File: src/rtl/evt_pkg.sv
package evt_pkg;
  // Fixed positions of the non-pin flags in the status and mask words
  localparam int unsigned CVT_BIT  = 0;
  localparam int unsigned ALM_BIT  = 1;
  localparam int unsigned PIN_BASE = 2;

  // Width of the status word for a given pin count
  function automatic int unsigned stat_width(input int unsigned pins);
    return PIN_BASE + 2 * pins;
  endfunction

  // Index of the rising-edge flag of pin p
  function automatic int unsigned rise_idx(input int unsigned p);
    return PIN_BASE + p;
  endfunction

  // Index of the falling-edge flag of pin p
  function automatic int unsigned fall_idx(input int unsigned pins, input int unsigned p);
    return PIN_BASE + pins + p;
  endfunction
endpackage

File: src/rtl/evt_pin_edge.sv
module evt_pin_edge (
  input  logic clk_i,
  input  logic rst_ni,
  input  logic pin_i,
  output logic rise_o,
  output logic fall_o
);
  logic meta_q, sync_q, prev_q;

  always_ff @(posedge clk_i or negedge rst_ni) begin
    if (!rst_ni) begin
      meta_q <= 1'b0;
      sync_q <= 1'b0;
      prev_q <= 1'b0;
    end else begin
      meta_q <= pin_i;
      sync_q <= meta_q;
      prev_q <= sync_q;
    end
  end

  assign rise_o = sync_q & ~prev_q;
  assign fall_o = ~sync_q & prev_q;


  rise_src_chk: assert property (@(posedge clk_i) disable iff (!rst_ni)
    rise_o |-> $past(meta_q));

  fall_src_chk: assert property (@(posedge clk_i) disable iff (!rst_ni)
    fall_o |-> !$past(meta_q));
endmodule

File: src/rtl/evt_alarm_match.sv
module evt_alarm_match #(
  parameter int unsigned SEC_W = 20
) (
  input  logic             clk_i,
  input  logic             rst_ni,
  input  logic [SEC_W-1:0] sec_cnt_i,
  input  logic [SEC_W-1:0] alm_sec_i,
  input  logic             alm_en_i,
  output logic             hit_o
);
  logic match, match_q;

  function automatic logic sec_equal(input logic [SEC_W-1:0] a, input logic [SEC_W-1:0] b);
    return (a == b);
  endfunction

  assign match = sec_equal(sec_cnt_i, alm_sec_i);

  always_ff @(posedge clk_i or negedge rst_ni) begin
    if (!rst_ni) match_q <= 1'b0;
    else         match_q <= match;
  end

  // One pulse on the first cycle of a match, only while enabled
  assign hit_o = alm_en_i & match & ~match_q;


  hit_once_chk: assert property (@(posedge clk_i) disable iff (!rst_ni)
    hit_o |=> !hit_o);

  hit_en_chk: assert property (@(posedge clk_i) disable iff (!rst_ni)
    !alm_en_i |-> !hit_o);
endmodule

File: src/rtl/evt_status_irq.sv
module evt_status_irq #(
  parameter int unsigned NUM_PINS = 4,
  parameter int unsigned SEC_W    = 20
) (
  input  logic                       clk_i,
  input  logic                       rst_ni,
  input  logic [NUM_PINS-1:0]        pin_i,
  input  logic                       cvt_rdy_i,
  input  logic [SEC_W-1:0]           sec_cnt_i,
  input  logic [SEC_W-1:0]           alm_sec_i,
  input  logic                       alm_en_i,
  input  logic                       rd_stb_i,
  output logic [2+2*NUM_PINS-1:0]    rd_data_o,
  input  logic                       mask_we_i,
  input  logic [2+2*NUM_PINS-1:0]    mask_wdata_i,
  output logic                       irq_o
);
  import evt_pkg::*;

  localparam int unsigned STAT_W = stat_width(NUM_PINS);
  localparam logic [STAT_W-1:0] MASK_RST = STAT_W'(1) << CVT_BIT;

  logic [NUM_PINS-1:0] rise_w, fall_w;
  logic                alm_hit_w;
  logic [STAT_W-1:0]   set_vec, keep_vec, stat_q, stat_d, mask_q;

  function automatic logic irq_of(input logic [STAT_W-1:0] s, input logic [STAT_W-1:0] m);
    return |(s & m);
  endfunction

  for (genvar p = 0; p < NUM_PINS; p++) begin : g_pin
    evt_pin_edge u_edge (
      .clk_i  (clk_i),
      .rst_ni (rst_ni),
      .pin_i  (pin_i[p]),
      .rise_o (rise_w[p]),
      .fall_o (fall_w[p])
    );
  end

  evt_alarm_match #(.SEC_W(SEC_W)) u_alarm (
    .clk_i     (clk_i),
    .rst_ni    (rst_ni),
    .sec_cnt_i (sec_cnt_i),
    .alm_sec_i (alm_sec_i),
    .alm_en_i  (alm_en_i),
    .hit_o     (alm_hit_w)
  );

  // New events this cycle
  always_comb begin
    set_vec = '0;
    set_vec[CVT_BIT] = cvt_rdy_i;
    set_vec[ALM_BIT] = alm_hit_w;
    for (int p = 0; p < NUM_PINS; p++) begin
      set_vec[rise_idx(p)]           = rise_w[p];
      set_vec[fall_idx(NUM_PINS, p)] = fall_w[p];
    end
  end

  // Flags surviving this cycle: all cleared by a read, alarm also by disable
  always_comb begin
    keep_vec = rd_stb_i ? '0 : stat_q;
    if (!alm_en_i) keep_vec[ALM_BIT] = 1'b0;
    stat_d = keep_vec | set_vec;
  end

  always_ff @(posedge clk_i or negedge rst_ni) begin
    if (!rst_ni) begin
      stat_q <= '0;
      mask_q <= MASK_RST;
    end else begin
      stat_q <= stat_d;
      if (mask_we_i) mask_q <= mask_wdata_i;
    end
  end

  assign rd_data_o = stat_q;
  assign irq_o     = irq_of(stat_q, mask_q);


  read_clear_chk: assert property (@(posedge clk_i) disable iff (!rst_ni)
    (rd_stb_i && set_vec == '0) |=> (stat_q == '0));

  event_kept_chk: assert property (@(posedge clk_i) disable iff (!rst_ni)
    1'b1 |=> (($past(set_vec) & ~stat_q) == '0));

  sticky_chk: assert property (@(posedge clk_i) disable iff (!rst_ni)
    (!rd_stb_i && alm_en_i) |=> (($past(stat_q) & ~stat_q) == '0));

  alm_off_chk: assert property (@(posedge clk_i) disable iff (!rst_ni)
    !alm_en_i |=> !stat_q[ALM_BIT]);

  irq_mask_chk: assert property (@(posedge clk_i) disable iff (!rst_ni)
    (mask_q == '0) |-> !irq_o);
endmodule

File: config.mk
export PLATFORM = sky130hd
export DESIGN_NAME = evt_status_irq
export DESIGN_NICKNAME = d
export VERILOG_FILES = /design/src/rtl/evt_pkg.sv /design/src/rtl/evt_pin_edge.sv /design/src/rtl/evt_alarm_match.sv /design/src/rtl/evt_status_irq.sv
export SDC_FILE = /design/constraint.sdc
export NUM_CORES = 1
export LEC_CHECK = 0
export BUFFER_PORTS_ARGS = -buffer_cell sky130_fd_sc_hd__buf_4
export CORE_MARGIN = 1
export CORE_UTILIZATION = 25
export DETAILED_ROUTE_END_ITERATION = 8
export PLACE_DENSITY_LB_ADDON = 0.12
export SYNTH_ARGS = -nofsm -noshare
export SYNTH_HDL_FRONTEND = slang
export SYNTH_SLANG_ARGS = --single-unit
File: constraint.sdc
create_clock -name clk_i -period 1 [get_ports clk_i]
set_input_delay 0.2 -clock clk_i [delete_from_list [all_inputs] [get_ports clk_i]]
set_output_delay 0.2 -clock clk_i [all_outputs]
set_load 0.02 [all_outputs]
==> impl_results.md <==
- Run status: finished with violations
- Failing checks: setup timing
- Clock Skews: 0.006244 ns
- Clock tree sinks: 33
- Max Fclk: 0.6290 GHz
- Max-slew violation count: 0
- Yosys top cell by area: dfrtp_1
- VDD IR-drop max: 737.8 uV
- Kind of end point of the critical path: output port
- Required time of the worst setup path: 0.80 ns
- Clock Tree Buf Depth: 2
- CTS tree: done
- CP startpoint: mask_q[8]
- Worst hold margin: 0.02559 ns
- DRC viols: 0
- Arrival time worst endpoint: 1.39 ns
- Initial DRC count: 28
- Fraction of the mapped netlist area in simple logic gates: 0.04135
- Tcrit/Tclk final: 1.590
- Die height: 74.98 um
- Xor-xnor portion of the synthesized cell area: 0.1316
- TritonRoute pass-1 iters: 4
- Htree depth: 2
- Cell Rows: 26
- Worst-path fanout max: 2
- Slew headroom: 0.7207
- Origin of the worst min-delay path: pin_i[0]
- Commonest non-fill, non-tap cell in the layout: buf_4
- Total CTS buffers: 5
- Buffers added on ports: 70
- DRT Wirelength: approximately 3.4 mm
- R2R Setup Slk: -0.03 ns
- #FFs+latches synth: 33
- Final Setup Violations: 12
- Die X: 74.98 um
- Min setup slack post-route: -0.5899 ns
- Vias in the first global route: about 1,200
- Layout cells sized above 1: 0.5969
- R2r startpoint: rd_data_o[8]
- Post-synthesis adder-cell area fraction: 0
- DR WL met2: ~1.8 mm
- Clock latency on the worst-skew pair: 0.28 ns
- Global-route wire length before repair: 5.340 mm
- Largest family of logic cells by synthesized area: XOR/XNOR gates
- Post-synthesis cell count: 95
- Post-DP HPWL: between 2 and 2.5 mm
- Met1 wire length: 1.373 mm
- Post-Syn Area: 1331 um2
- Mapped Avg Cell Area: 14.01 um2
- Met3 WL post-DR: 185 um
- Routed len/inst: 13.09 um
- Post-layout min period: 1.590 ns
- All-Layer GR Usage: 0.1316
- Initial antenna violation count: 0
- Die ar.: 5621 um2
- Top sig layer: met4
- Cells after DPL: ~250
- Core Footprint: 5107 um2
- Largest net degree at the start of global routing: 34
- Final Hold Fails: 0
- Most frequent cells in the layout: buf_4 (64), dfrtp_1 (30), buf_6 (24), xor2_1 (20), mux2_2 (10)
- DR vias: 1,092
- Top cells by area, synth: dfrtp_1 (60%), xor2_1 (13%), mux2_2 (8.5%)
- Seq/Total Area, Yosys: 0.6212
- Yosys top cell area share: 0.6015
- Initial Util: 0.2607
- Mux cell area share after synthesis: 0.08459
- Mapped Nets: 155
- Hold Crit Class: input port to flip-flop
- Congestion Overflow GR: 0
- Pwr/cell area: 1416 nW/um2
- Leakage power: ~1.1 nW
- Post-Layout Cell Count: 261
- Yosys warning count: 0
- Post-route ant nets: 0
- Compound-Gate Fraction of Synth Area: 0.1006
- Final net count: 250
- Distinct cells, synth: 18
- Io pins: 71
- Post-DR vias/cell: 4.184
- RSZ-0062 raised after global routing: yes
- Number of antenna diodes: 0
- Root buf cell: clkbuf_8
- Area Overhead vs Synth: 73.03%
- GPL Wtd Cong: just under 0.8
- Clk slew on worst S/H paths: ~0.07 ns
- Crit path launch type: flip-flop
- Worst-Margin Slew: 0.4189 ns
- Max Cap Violations: 0
- Critical setup path kind: flip-flop to output port
stage by stage:
stage / power, mW / util / setup WS [ns] / area, um2 / setup TNS (ns)
4_1_cts: 3.274 / 0.4407 / -0.6059 / 2251 / -2.019
2_1_floorplan: 1.719 / - / -0.2608 / 1340 / -0.3099
5_1_grt: 3.434 / 0.4510 / -0.6579 / 2303 / -2.495
6_report: 3.262 / 0.4510 / -0.5899 / 2303 / -2.002
3_5_place_dp: 2.089 / 0.3991 / -0.3433 / 2038 / -0.8710
3_3_place_gp: 2.076 / 0.3991 / -0.3114 / 2038 / -0.8033
critical path, stage by stage, from the launching register on:
cell and delay (ns):
dfrtp_1 0.38, a22o_1 0.24, a221oi_2 0.20, nand4_1 0.11, buf_4 0.18
routing by layer:
layer | up-vias | track usage
met5 | - | 0
met4 | 0 | 0.05451
met3 | 6 | 0.04150
met2 | 30 | 0.2282
met1 | 529 | 0.1501
li1 | 527 | -
kinds of logic after synthesis:
family                 count (synthesis)
buffers and inverters                  7
multiplexers                          10
flip-flops                            33
XOR/XNOR                              20
AO/OA/AOI/OAI                         15
AND/OR/NAND/NOR                       10
synth_stat cells:
cell	n
a21o_1	1
a221oi_1	1
a22o_1	5
a22oi_1	3
buf_2	1
clkinv_1	1
dfrtp_1	32
dfstp_2	1
inv_1	5
mux2_2	10
nand2_1	1
nand3_1	2
nand4_1	1
nor2_1	1
nor4_1	5
o2bb2ai_1	4
o41ai_2	1
xor2_1	20
where the power goes:
part	switching [mW]	leakage, nW	total [mW]	internal [mW]
logic	0.255	0.666	0.673	0.418
clock network	0.473	0.0542	1.09	0.622
registers	0.0585	0.389	1.49	1.44
worst paths after layout:
| kind | to | cells past startpoint |
|---|---|---|
| max | irq_o | 4 |
| min | g_pin[0].u_edge.meta_q | 1 |
| max reg2reg | rd_data_o[8] | 4 |
| min reg2reg | g_pin[1].u_edge.sync_q | 0 |
| max in group asynchronous | rd_data_o[9] | 2 |
| min in group asynchronous | u_alarm.match_q | 2 |
state kept, by name, indices dropped and copies added (netlist names):
register             count
u_alarm.match_q          1
mask_q                  10
rd_data_o               10
g_pin.u_edge.sync_q      4
g_pin.u_edge.meta_q      4
g_pin.u_edge.prev_q      4
timing repair:
| item | in CTS | in global routing |
|---|---|---|
| pin swaps | 3 | 2 |
| setup endpoints to repair | 12 | 12 |
| hold buffers | 1 | 0 |
| hold endpoints to repair | 32 | 0 |
| setup buffers | 4 | 7 |
| resized for setup | 23 | 7 |
final cells by class:
cell class / count / area, um2
Clock buffer: 7 / 96.34
Timing Repair Buffer: 89 / 760.7
Tap cell: 70 / 87.58
Clock inverter: 1 / 5.005
Sequential cell: 33 / 829.5
Fill cell: 503 / 2804
Multi-Input combinational cell: 55 / 501.7
Inverter: 6 / 22.52
Note: power is estimated with default switching activity, not from simulation.
